[src/rtl/spi_frame_pkg.sv]
package spi_frame_pkg;

   typedef enum logic [1:0] {
      VERD_IDLE,
      VERD_OK,
      VERD_LEN,
      VERD_PAR
   } verdict_e;

   // Length errors take precedence over parity errors.
   function automatic verdict_e judge_frame(input logic any_bits,
                                            input logic len_ok,
                                            input logic par_ok);
      verdict_e v;
      if (!any_bits)    v = VERD_IDLE;
      else if (!len_ok) v = VERD_LEN;
      else if (!par_ok) v = VERD_PAR;
      else              v = VERD_OK;
      return v;
   endfunction

endpackage

[src/rtl/spi_frame_sync.sv]
module spi_frame_sync #(
   parameter int               WIDTH   = 3,
   parameter int               STAGES  = 2,
   parameter logic [WIDTH-1:0] RST_VAL = '0
) (
   input  logic             clk,
   input  logic             rst_n,
   input  logic [WIDTH-1:0] d_async,
   output logic [WIDTH-1:0] q_sync
);
   generate
      if (STAGES < 2) begin : g_bad_stages
         $error("spi_frame_sync needs at least two stages");
      end
   endgenerate

   logic [WIDTH-1:0] chain [STAGES];

   generate
      for (genvar s = 0; s < STAGES; s++) begin : g_stage
         always_ff @(posedge clk or negedge rst_n) begin
            if (!rst_n)      chain[s] <= RST_VAL;
            else if (s == 0) chain[s] <= d_async;
            else             chain[s] <= chain[(s == 0) ? 0 : s-1];
         end
      end
   endgenerate

   assign q_sync = chain[STAGES-1];
endmodule

[src/rtl/spi_frame_regfile.sv]
module spi_frame_regfile #(
   parameter int                ADDR_W       = 6,
   parameter int                DATA_W       = 24,
   parameter int                NUM_RW       = 3,
   parameter int                RW_BASE      = 1,
   parameter bit                HAS_TEST     = 1'b1,
   parameter logic [ADDR_W-1:0] TEST_ADDR    = 6'h3C,
   parameter logic [DATA_W-1:0] TEST_PATTERN = 24'h5AA5C3
) (
   input  logic                     clk,
   input  logic                     rst_n,
   input  logic [ADDR_W-1:0]        rd_addr,
   output logic [DATA_W-1:0]        rd_data,
   input  logic                     wr_en,
   input  logic [ADDR_W-1:0]        wr_addr,
   input  logic [DATA_W-1:0]        wr_data,
   output logic [NUM_RW*DATA_W-1:0] cfg_regs
);
   localparam int RW_LAST = RW_BASE + NUM_RW - 1;

   generate
      if (RW_LAST >= (1 << ADDR_W)) begin : g_bad_map
         $error("writable range exceeds address space");
      end
      if (HAS_TEST && int'(TEST_ADDR) >= RW_BASE && int'(TEST_ADDR) <= RW_LAST) begin : g_bad_test
         $error("test address overlaps writable range");
      end
   endgenerate

   logic [DATA_W-1:0] regs [NUM_RW];
   logic [NUM_RW-1:0] rd_hit;
   logic              test_hit;

   generate
      for (genvar i = 0; i < NUM_RW; i++) begin : g_rw
         always_ff @(posedge clk or negedge rst_n) begin
            if (!rst_n)
               regs[i] <= '0;
            else if (wr_en && wr_addr == ADDR_W'(RW_BASE + i))
               regs[i] <= wr_data;
         end
         assign rd_hit[i] = (rd_addr == ADDR_W'(RW_BASE + i));
         assign cfg_regs[i*DATA_W +: DATA_W] = regs[i];
      end

      if (HAS_TEST) begin : g_test
         assign test_hit = (rd_addr == TEST_ADDR);
      end else begin : g_no_test
         assign test_hit = 1'b0;
      end
   endgenerate

   always_comb begin
      rd_data = test_hit ? TEST_PATTERN : '0;
      for (int i = 0; i < NUM_RW; i++)
         if (rd_hit[i]) rd_data = regs[i];
   end
endmodule

[src/rtl/spi_frame_engine.sv]
module spi_frame_engine
   import spi_frame_pkg::*;
#(
   parameter int FRAME_W = 32,
   parameter int ADDR_W  = 6,
   parameter int DATA_W  = 24,
   parameter int STAT_W  = 8
) (
   input  logic              clk,
   input  logic              rst_n,
   input  logic              sclk_s,
   input  logic              cs_n_s,
   input  logic              mosi_s,
   input  logic [STAT_W-1:0] irq_flags,
   input  logic [DATA_W-1:0] rd_data,
   output logic [ADDR_W-1:0] rd_addr,
   output logic              wr_en,
   output logic [ADDR_W-1:0] wr_addr,
   output logic [DATA_W-1:0] wr_data,
   output logic              miso,
   output logic              miso_oe,
   output logic              frame_err,
   output logic              parity_err
);
   localparam int CNT_W    = $clog2(FRAME_W + 1) + 1;
   localparam int ADDR_END = 1 + ADDR_W;
   localparam int OLD_W    = FRAME_W - STAT_W;

   generate
      if (FRAME_W != ADDR_W + DATA_W + 2) begin : g_bad_frame
         $error("frame width must be type + address + data + parity");
      end
      if (OLD_W != DATA_W) begin : g_bad_out
         $error("status byte plus data must fill the frame");
      end
   endgenerate

   logic               sclk_q, cs_q;
   logic [FRAME_W-1:0] rx_sr, tx_word, tx_view;
   logic [CNT_W-1:0]   rx_cnt, tx_idx;
   logic               in_frame, cs_fall, cs_rise, sclk_rise, sclk_fall;
   verdict_e           verdict;

   assign in_frame  = ~cs_n_s & ~cs_q;
   assign cs_fall   = ~cs_n_s &  cs_q;
   assign cs_rise   =  cs_n_s & ~cs_q;
   assign sclk_rise = in_frame &  sclk_s & ~sclk_q;
   assign sclk_fall = in_frame & ~sclk_s &  sclk_q;

   // Address is complete once the bit arriving now is shifted in.
   assign rd_addr = {rx_sr[ADDR_W-2:0], mosi_s};

   always_ff @(posedge clk or negedge rst_n) begin
      if (!rst_n) begin
         sclk_q  <= 1'b0;
         cs_q    <= 1'b1;
         rx_sr   <= '0;
         rx_cnt  <= '0;
         tx_word <= '0;
         tx_idx  <= '0;
      end else begin
         sclk_q <= sclk_s;
         cs_q   <= cs_n_s;
         if (cs_fall) begin
            rx_sr   <= '0;
            rx_cnt  <= '0;
            tx_idx  <= '0;
            tx_word <= {irq_flags, {OLD_W{1'b0}}};
         end else begin
            if (sclk_rise) begin
               rx_sr <= {rx_sr[FRAME_W-2:0], mosi_s};
               if (rx_cnt != '1) rx_cnt <= rx_cnt + 1'b1;
               if (rx_cnt == CNT_W'(ADDR_END - 1))
                  tx_word[OLD_W-1:0] <= rd_data;
            end
            if (sclk_fall && tx_idx != '1) tx_idx <= tx_idx + 1'b1;
         end
      end
   end

   assign tx_view = tx_word << tx_idx;
   assign miso    = tx_view[FRAME_W-1];
   assign miso_oe = ~cs_q;

   assign verdict = judge_frame(rx_cnt != '0,
                                rx_cnt == CNT_W'(FRAME_W),
                                ^rx_sr);

   assign wr_en   = cs_rise && verdict == VERD_OK && rx_sr[FRAME_W-1];
   assign wr_addr = rx_sr[FRAME_W-2 -: ADDR_W];
   assign wr_data = rx_sr[DATA_W:1];

   always_ff @(posedge clk or negedge rst_n) begin
      if (!rst_n) begin
         frame_err  <= 1'b0;
         parity_err <= 1'b0;
      end else begin
         frame_err  <= cs_rise && verdict == VERD_LEN;
         parity_err <= cs_rise && verdict == VERD_PAR;
      end
   end
endmodule

[src/rtl/spi_frame_regs.sv]
module spi_frame_regs #(
   parameter int                ADDR_W       = 6,
   parameter int                DATA_W       = 24,
   parameter int                STAT_W       = 8,
   parameter int                SYNC_STAGES  = 2,
   parameter int                NUM_RW       = 3,
   parameter int                RW_BASE      = 1,
   parameter bit                HAS_TEST     = 1'b1,
   parameter logic [ADDR_W-1:0] TEST_ADDR    = 6'h3C,
   parameter logic [DATA_W-1:0] TEST_PATTERN = 24'h5AA5C3
) (
   input  logic                     clk,
   input  logic                     rst_n,
   input  logic                     spi_sclk,
   input  logic                     spi_cs_n,
   input  logic                     spi_mosi,
   output logic                     spi_miso,
   output logic                     spi_miso_oe,
   input  logic [STAT_W-1:0]        irq_flags,
   output logic                     frame_err,
   output logic                     parity_err,
   output logic [NUM_RW*DATA_W-1:0] cfg_regs
);
   localparam int FRAME_W = ADDR_W + DATA_W + 2;

   logic [2:0]        pins_s;
   logic [ADDR_W-1:0] rd_addr, wr_addr;
   logic [DATA_W-1:0] rd_data, wr_data;
   logic              wr_en;

   // Order: {cs_n, sclk, mosi}; cs_n idles high.
   spi_frame_sync #(.WIDTH(3), .STAGES(SYNC_STAGES), .RST_VAL(3'b100)) u_sync (
      .clk(clk), .rst_n(rst_n),
      .d_async({spi_cs_n, spi_sclk, spi_mosi}),
      .q_sync(pins_s)
   );

   spi_frame_engine #(.FRAME_W(FRAME_W), .ADDR_W(ADDR_W), .DATA_W(DATA_W),
                      .STAT_W(STAT_W)) u_engine (
      .clk(clk), .rst_n(rst_n),
      .sclk_s(pins_s[1]), .cs_n_s(pins_s[2]), .mosi_s(pins_s[0]),
      .irq_flags(irq_flags), .rd_data(rd_data), .rd_addr(rd_addr),
      .wr_en(wr_en), .wr_addr(wr_addr), .wr_data(wr_data),
      .miso(spi_miso), .miso_oe(spi_miso_oe),
      .frame_err(frame_err), .parity_err(parity_err)
   );

   spi_frame_regfile #(.ADDR_W(ADDR_W), .DATA_W(DATA_W), .NUM_RW(NUM_RW),
                       .RW_BASE(RW_BASE), .HAS_TEST(HAS_TEST),
                       .TEST_ADDR(TEST_ADDR), .TEST_PATTERN(TEST_PATTERN)) u_regs (
      .clk(clk), .rst_n(rst_n),
      .rd_addr(rd_addr), .rd_data(rd_data),
      .wr_en(wr_en), .wr_addr(wr_addr), .wr_data(wr_data),
      .cfg_regs(cfg_regs)
   );
endmodule

[config.mk]
export PLATFORM = sky130hd
export DESIGN_NAME = spi_frame_regs
export DESIGN_NICKNAME = d
export VERILOG_FILES = /design/src/rtl/spi_frame_pkg.sv /design/src/rtl/spi_frame_sync.sv /design/src/rtl/spi_frame_regfile.sv /design/src/rtl/spi_frame_engine.sv /design/src/rtl/spi_frame_regs.sv
export SDC_FILE = /design/constraint.sdc
export NUM_CORES = 1
export LEC_CHECK = 0
export ABC_CLOCK_PERIOD_IN_PS = 3980
export CAP_MARGIN = 20
export CORE_ASPECT_RATIO = 1.2
export CORE_MARGIN = 2
export CORE_UTILIZATION = 59
export DETAILED_ROUTE_END_ITERATION = 10
export DONT_BUFFER_PORTS = 1
export PLACE_DENSITY_LB_ADDON = 0.2
export SYNTH_ARGS = -nofsm -noshare
export SYNTH_HDL_FRONTEND = slang
export SYNTH_HIERARCHICAL = 1
export SYNTH_SLANG_ARGS = --single-unit
[constraint.sdc]
create_clock -name clk -period 3.98 [get_ports clk]
set_input_delay 1.194 -clock clk [delete_from_list [all_inputs] [get_ports clk]]
set_output_delay 1.194 -clock clk [all_outputs]
set_load 0.03 [all_outputs]
==> flow_summary.rst, run 1 <==
.. list-table::
   :header-rows: 1

   * - Metric
     - Value
   * - Cell area after synthesis
     - between 0.007 and 0.008 mm²
   * - Root buffer selected by CTS
     - sky130_fd_sc_hd__clkbuf_16
   * - Crit-path slowest cell
     - sky130_fd_sc_hd__dfrtp_1
   * - Worst Path Class, Setup
     - reg -> out
   * - Die height
     - 131 µm
   * - CTS Hold Bufs
     - 0
   * - Final Hold Vio Count
     - 0
   * - Final setup violating endpoints
     - 0
   * - Number of I/O port buffers
     - 0
   * - Sinks on Clock Net
     - 160
   * - Max_cap viols
     - 0
   * - Number of antenna violations at the first check in global routing
     - 0
   * - NetSw
     - 0.753 mW
   * - DRC violation count after routing
     - 0
   * - Final min period
     - 3760 ps
   * - Vias in the first global route
     - ~5300
   * - Final period utilization
     - 94.6%
   * - Final slew viol count
     - 0
   * - Power density normalized to cell area
     - 432 mW/mm²
   * - Worst hold-check path type
     - reg -> reg
   * - Critical Path, Cell by Cell
     - mux4_2, mux4_2, o21ai_0, nor3_1, buf_4
   * - Layout net count
     - 682
   * - Largest vdd supply drop
     - 0.307 mV
   * - Antenna diode count
     - 0
   * - Insertion delay of the later-clocked pin in the worst-skew pair
     - 430 ps
   * - Internal power component
     - 2.85 mW
   * - Total congestion overflow
     - 0
   * - Iteration-0 DRC count of the detailed router
     - 304
   * - Hold Path Origin
     - u_sync/chain[3]$_DFF_PN0_
   * - Clk pwr share
     - 49.9%
   * - CP Buf/Inv Count
     - 1
   * - Delay-heaviest family, CP
     - multiplexers
   * - Post-DR vias/cell
     - 5.95
   * - Most frequently used flop master after synthesis
     - sky130_fd_sc_hd__dfrtp_1
   * - Overall fraction of global-route tracks in use
     - 25.1%
   * - Distinct cell type count after synthesis
     - 48
   * - Wire length after detailed routing
     - between 15000 and 20000 µm
   * - Slew @ Worst Pin
     - 979 ps
   * - Data arrival time of the worst path
     - between 2000 and 3000 ps
   * - Static leakage
     - approximately 4.2 nW
   * - Post-Layout Cell Count
     - 846
   * - Wire length of the first global-routing pass
     - roughly 27000 µm
   * - Fraction of power spent switching nets
     - 20.9%
   * - Post_cts resized
     - 0
   * - Delay of the slowest cell on the worst path
     - 690 ps
   * - Final Core Density
     - 63.5%
   * - Number of fill cells
     - 1059
   * - Endpoint kind of the worst setup timing path
     - output port
   * - Syn Area/Cell
     - between 10 and 15 µm²
   * - Clock transition at the register clock pins on the worst setup and hold paths after CTS
     - roughly 60 ps
   * - Result of the run
     - complete, no violations
   * - Async set or reset register ratio after synthesis
     - 100%
   * - Synthesis-to-finish area growth
     - 5.76%
   * - Sequential Power Share
     - 46.6%
   * - Number of setup buffers added after CTS
     - 0
   * - Required time worst endpoint
     - around 2800 ps
   * - Starting utilization of the core area
     - 60.0%
   * - Setup repair after global routing missed its margin
     - false
   * - Total core area
     - about 0.013 mm²
   * - Largest net degree at the start of global routing
     - 161
   * - R2r startpoint
     - u_engine/rx_sr[20]$_DFFE_PN0P_
   * - Highest fanout seen on the critical path
     - 12
   * - Die X-Extent
     - around 110 µm
   * - Post-Synthesis Cells
     - 718
   * - Number of I/O pins
     - 89
   * - Cells after DPL
     - 814
   * - Antenna viol nets, final
     - 0
   * - Setup total negative slack
     - 0 ps
   * - Worst clock skew
     - 6.67 ps
   * - Number of buffers created by CTS
     - 17
   * - First-pass detailed-route iteration total
     - 4
   * - Flip-flop and latch count after synthesis
     - 160
   * - Weighted congestion reported at the end of routability-driven placement
     - 0.813
   * - Fraction of final layout cells with drive strength greater than 1
     - 24.3%
   * - Maximum clock insertion buffer count
     - 2
   * - Area enclosed by the die boundary
     - 0.0143 mm²
   * - Clock tree from TritonCTS
     - yes
   * - Crit-path most repeated cell
     - sky130_fd_sc_hd__mux4_2
   * - Sequential fraction of the synthesis area
     - between 50% and 60%
   * - Startpoint kind of the worst setup timing path
     - flop
   * - Launch point of the critical path
     - u_engine/tx_idx[0]$_DFFE_PN0P_
   * - Average routed wire per standard cell
     - ~20 µm
   * - Post-synth EDFFs
     - 0
   * - H-tree depth
     - 4
   * - Slew headroom
     - between 30 and 40%
   * - HPWL after detailed placement
     - 10900 µm
   * - Max Clk Rate
     - 266 MHz
   * - Seq. cell area
     - 0.00401 mm²
   * - Yosys synthesis warning count
     - 6
   * - Nets in the synthesized netlist
     - 735
   * - Combinational share of power
     - roughly 3.6%
   * - Area occupied by multi-input gates
     - 0.00335 mm²
   * - Site Rows
     - 46
   * - Routed vias
     - 5030
==> final cells by class <==
cell class | instances | area share, %
Sequential cell | 160 | 48.1
Multi-Input combinational cell | 471 | 40.2
Clock buffer | 20 | 5.48
Tap cell | 168 | 2.52
Clock inverter | 12 | 2.48
Timing Repair Buffer | 11 | 0.991
Inverter | 4 | 0.180
==> per-layer routing <==
layer | wire (µm) | global-route usage (%)
met4 | 289 | 8.56
met5 | 0 | 0
met3 | 1100 | 8.13
met2 | 8510 | 41.3
met1 | 6900 | 31.5
==> metrics by stage <==
stage	power [mW]	hold slack [ps]	setup WS [ps]	instance area, µm²
after floorplan	1.81	331	868	7880
after global placement	1.83	334	650	7670
after detailed placement	1.83	337	627	7670
after CTS	3.63	350	165	8330
after global routing	3.73	352	36.0	8330
final	3.60	348	216	8330
==> power by group through the flow <==
stage          clock network (mW)  logic, mW  registers, mW
2_1_floorplan                   0      0.120           1.69
3_3_place_gp                    0      0.124           1.71
3_5_place_dp                    0      0.127           1.71
4_1_cts                      1.82      0.128           1.68
5_1_grt                      1.91      0.139           1.68
6_report                     1.80      0.128           1.68
==> placed cells by master, fill, tap and decap left out, types with 12 or more instances in the layout <==
cell type and instances:
sky130_fd_sc_hd__mux2i_1 15, sky130_fd_sc_hd__a21oi_1 12, sky130_fd_sc_hd__a22oi_1 12, sky130_fd_sc_hd__clkbuf_16 17
sky130_fd_sc_hd__xnor2_1 29, sky130_fd_sc_hd__nand3_1 56, sky130_fd_sc_hd__nand2_1 147, sky130_fd_sc_hd__dfrtp_1 156
sky130_fd_sc_hd__mux2_2 84, sky130_fd_sc_hd__nor2_1 29
==> Yosys cell counts (4+ instances only) <==
library cell / instances / area share [%]
sky130_fd_sc_hd__mux4_2: 8 / 2.3
sky130_fd_sc_hd__clkbuf_1: 20 / 0.95
sky130_fd_sc_hd__dfrtp_1: 157 / 50
sky130_fd_sc_hd__buf_1: 6 / 0.29
sky130_fd_sc_hd__inv_1: 4 / 0.19
sky130_fd_sc_hd__mux2_2: 84 / 12
sky130_fd_sc_hd__nand3_1: 56 / 3.6
sky130_fd_sc_hd__and3_1: 7 / 0.56
sky130_fd_sc_hd__xor2_1: 11 / 1.2
sky130_fd_sc_hd__ha_1: 4 / 0.64
sky130_fd_sc_hd__nand2_1: 147 / 7.0
sky130_fd_sc_hd__nor2b_1: 7 / 0.56
sky130_fd_sc_hd__buf_6: 5 / 0.71
sky130_fd_sc_hd__nor2_2: 7 / 0.56
sky130_fd_sc_hd__a21oi_1: 12 / 0.76
sky130_fd_sc_hd__a22oi_1: 12 / 1.1
sky130_fd_sc_hd__a2bb2oi_2: 8 / 1.5
sky130_fd_sc_hd__buf_2: 12 / 0.76
sky130_fd_sc_hd__xnor2_1: 29 / 3.2
sky130_fd_sc_hd__buf_4: 40 / 3.8
sky130_fd_sc_hd__nor2_1: 29 / 1.4
sky130_fd_sc_hd__mux2i_1: 15 / 1.9
sky130_fd_sc_hd__a2bb2oi_1: 4 / 0.44
==> path summary, 6_finish.rpt <==
kind,end,slack (ps),depth (start not counted)
setup / recovery,spi_miso,220,5
hold reg to reg,u_sync/q_sync[0]$_DFF_PN0_,350,0
hold / removal,u_sync/q_sync[0]$_DFF_PN0_,350,0
setup reg to reg,u_regs/cfg_regs[59]$_DFFE_PN0P_,890,10
max in group asynchronous,u_engine/cs_q$_DFF_PN1_,3240,0
min in group asynchronous,u_engine/rx_sr[31]$_DFFE_PN0P_,460,0
==> logic make-up (layout without fill, tap and decap cells) <==
logic type                 Yosys count  after routing  share of synthesized area (%)
adders and majority gates            4              4                          0.635
and+or+nand+nor                    274            274                           16.1
AOI/OAI and AO/OA                   45             45                           4.95
muxes                              108            108                           16.3
xor gates and xnor gates            40             40                           4.45
DFF                                160            160                           50.9
buffers and inverters               87             47                           6.72
==> sequential cells by signal, summed over array words and instances (netlist names) <==
signal,count
u_regs/cfg_regs,72
u_engine/rx_sr,32
u_engine/tx_word,32
u_engine/rx_cnt,7
u_engine/tx_idx,7
u_sync/chain,3
u_sync/q_sync,3
u_engine/cs_q,1
u_engine/frame_err,1
u_engine/parity_err,1
u_engine/sclk_q,1
Note: power is estimated with default switching activity, not from simulation.
==> inputs of run 2 (changes only) <==
--- a/config.mk
+++ b/config.mk
@@ -12,7 +12,7 @@
 export CORE_UTILIZATION = 59
 export DETAILED_ROUTE_END_ITERATION = 10
 export DONT_BUFFER_PORTS = 1
-export PLACE_DENSITY_LB_ADDON = 0.2
+export PLACE_DENSITY = 0.75
 export SYNTH_ARGS = -nofsm -noshare
 export SYNTH_HDL_FRONTEND = slang
 export SYNTH_HIERARCHICAL = 1
==> flow_summary.rst, run 2 (same netlist as run 1, synthesis figures left out) <==
.. list-table::
   :header-rows: 1

   * - Metric
     - Value
   * - Result of the run
     - complete, no violations
   * - Fraction of final layout cells with drive strength greater than 1
     - 24.6% (+0.26 points)
   * - Die X-Extent
     - 110 µm (unchanged)
   * - Root buffer selected by CTS
     - sky130_fd_sc_hd__clkbuf_16
   * - Placement-stage cell area
     - 0.00768 mm² (about the same)
   * - Number of buffers created by CTS
     - 17 (unchanged)
   * - Setup repair after global routing missed its margin
     - false
   * - Worst hold-check path type
     - reg -> reg
   * - Insertion delay of the later-clocked pin in the worst-skew pair
     - 420 ps (about the same)
   * - Number of flip-flops in the largest register
     - 72 (unchanged)
   * - Overall fraction of global-route tracks in use
     - 25.0% (-0.12 points)
   * - Area enclosed by the die boundary
     - 0.0143 mm² (unchanged)
   * - HPWL after detailed placement
     - 11000 µm (+1.1%)
   * - Antenna viol nets, final
     - 0 (unchanged)
   * - Vias in the first global route
     - 5176 (-2.2%)
   * - Final period utilization
     - 94.8% (+0.20 points)
   * - Endpoint kind of the worst setup timing path
     - output port
   * - CTS Hold Bufs
     - 0 (unchanged)
   * - Global Route met3 Usage
     - 8.78% (+0.64 points)
   * - Post-DR vias/cell
     - 6.00 (+0.89%)
   * - Largest net degree at the start of global routing
     - 161 (unchanged)
   * - Total congestion overflow
     - 0 (unchanged)
   * - Routed vias
     - 5081 (+1.0%)
   * - Static leakage
     - 4.15 nW (-0.84%)
   * - Data arrival time of the worst path
     - 2580 ps (about the same)
   * - Starting utilization of the core area
     - 60.0% (unchanged)
   * - Setup total negative slack
     - 0 ps (unchanged)
   * - Largest vdd supply drop
     - 0.292 mV (-5.0%)
   * - Max Clk Rate
     - 265 MHz (-0.21%)
   * - Final setup violating endpoints
     - 0 (unchanged)
   * - Wire length after detailed routing
     - 16800 µm (about the same)
   * - Die height
     - 131 µm (unchanged)
   * - Number of setup buffers added after CTS
     - 0 (unchanged)
   * - Post_cts resized
     - 0 (unchanged)
   * - Most frequent cells in the layout
     - sky130_fd_sc_hd__dfrtp_1, sky130_fd_sc_hd__nand2_1, sky130_fd_sc_hd__mux2_2
   * - Antenna diode count
     - 0 (unchanged)
   * - Number of fill cells
     - 1030 (-2.7%)
   * - Maximum clock insertion buffer count
     - 2 (unchanged)
   * - Layout net count
     - 683 (+0.15%)
   * - PnR Total Power
     - 3.43 mW (-4.7%)
   * - Final Hold Vio Count
     - 0 (unchanged)
   * - Synthesis-to-finish area growth
     - 5.07%
   * - Weighted congestion reported at the end of routability-driven placement
     - 0.806 (-0.79%)
   * - Sinks on Clock Net
     - 160 (unchanged)
   * - Startpoint kind of the worst setup timing path
     - flop
   * - DRC violation count after routing
     - 0 (unchanged)
   * - Final min period
     - 3770 ps (+8.10 ps)
   * - Final Core Density
     - 63.1% (-0.42 points)
   * - Highest fanout seen on the critical path
     - 12 (unchanged)
   * - Global route hottest layer
     - met2
   * - Wire length of the first global-routing pass
     - 27100 µm (-0.25%)
   * - Clock transition at the register clock pins on the worst setup and hold paths after CTS
     - 60 ps (about the same)
   * - Global routing met1 resource utilization
     - 32.8% (+1.4 points)
   * - Power density normalized to cell area
     - 415 mW/mm² (-4.1%)
   * - Number of antenna violations at the first check in global routing
     - 0 (unchanged)
   * - Met2 usage
     - 38.7% (-2.6 points)
   * - Final instance area
     - 0.00828 mm² (-0.66%)
   * - Commonest non-fill, non-tap cell in the layout
     - sky130_fd_sc_hd__dfrtp_1
   * - Number of I/O pins
     - 89 (unchanged)
   * - Average routed wire per standard cell
     - 19.8 µm (about the same)
   * - Required time worst endpoint
     - 2790 ps (about the same)
   * - Slew @ Worst Pin
     - 980 ps (+0.981 ps)
   * - First-pass detailed-route iteration total
     - 5 (+1)
   * - Total core area
     - 0.0131 mm² (unchanged)
   * - Worst clock skew
     - 6.10 ps (-0.569 ps)
   * - Clock tree from TritonCTS
     - yes
   * - Number of I/O port buffers
     - 0 (unchanged)
   * - Final slew viol count
     - 0 (unchanged)
   * - Site Rows
     - 46 (unchanged)
   * - Iteration-0 DRC count of the detailed router
     - 384 (+26%)
   * - Slew headroom
     - 34.4% (-0.066 points)
   * - Worst Path Class, Setup
     - reg -> out
   * - H-tree depth
     - 4 (unchanged)
   * - Max_cap viols
     - 0 (unchanged)
==> run 2: cell types whose count changed in the layout (fill, tap and decap cells not counted), sizes merged <==
cell,previous run,this run
clkinvlp,1,5
buf,11,12
bufinv,5,2
clkinv,5,4
==> run 2: path summary, 6_finish.rpt <==
| check | startpoint | endpoint | slack [ps] | depth (start not counted) |
|---|---|---|---|---|
| min reg2reg | u_sync/chain[4]$_DFF_PN0_ | u_sync/q_sync[1]$_DFF_PN0_ | 350 | 0 |
| max in group asynchronous | rst_n | u_engine/rx_sr[27]$_DFFE_PN0P_ | 3290 | 0 |
| max reg2reg | u_engine/rx_sr[16]$_DFFE_PN0P_ | u_regs/cfg_regs[54]$_DFFE_PN0P_ | 710 | 10 |
| max | u_engine/tx_idx[0]$_DFFE_PN0P_ | spi_miso | 210 | 5 |
| min | u_sync/chain[4]$_DFF_PN0_ | u_sync/q_sync[1]$_DFF_PN0_ | 350 | 0 |
| min in group asynchronous | rst_n | u_regs/cfg_regs[24]$_DFFE_PN0P_ | 460 | 0 |
==> run 2: layout make-up <==
type                    instances  area (µm²)  area share [%]
flip-flops and latches        160        4010            48.4
multi-input cells             471        3350            40.5
clock buffers                  20         467            5.64
well taps                     168         210            2.54
clock inverters                12         134            1.62
repair buffers                 12        90.1            1.09
inverters                       4        15.0           0.181
==> run 2: routing by layer <==
metal / up-vias / part of all wire (%)
met3: 22 / 7.4
li1: 2307 / -
met5: - / 0
met1: 2597 / 42
met4: 0 / 1.8
met2: 155 / 49
==> run 2: through the flow <==
step | hold WS, ps | instances | worst slack [ps]
floorplan | 331 | 718 | 868
global placement | 333 | 815 | 634
detailed placement | 336 | 815 | 606
CTS | 349 | 847 | 140
global route | 357 | 847 | 17.8
finish | 346 | 847 | 208
==> run 2: power breakdown <==
part | internal [mW] | leakage (nW) | switching, mW
Combinational | 0.0528 | 1.68 | 0.0809
Sequential | 1.65 | 2.20 | 0.0241
Clock | 0.974 | 0.281 | 0.655
==> run 2: critical path: stages, from the launching register on <==
cell and delay, ps:
sky130_fd_sc_hd__dfrtp_1 690, sky130_fd_sc_hd__mux4_2 580, sky130_fd_sc_hd__mux4_2 480, sky130_fd_sc_hd__o21ai_0 180
sky130_fd_sc_hd__nor3_1 60, sky130_fd_sc_hd__buf_4 170
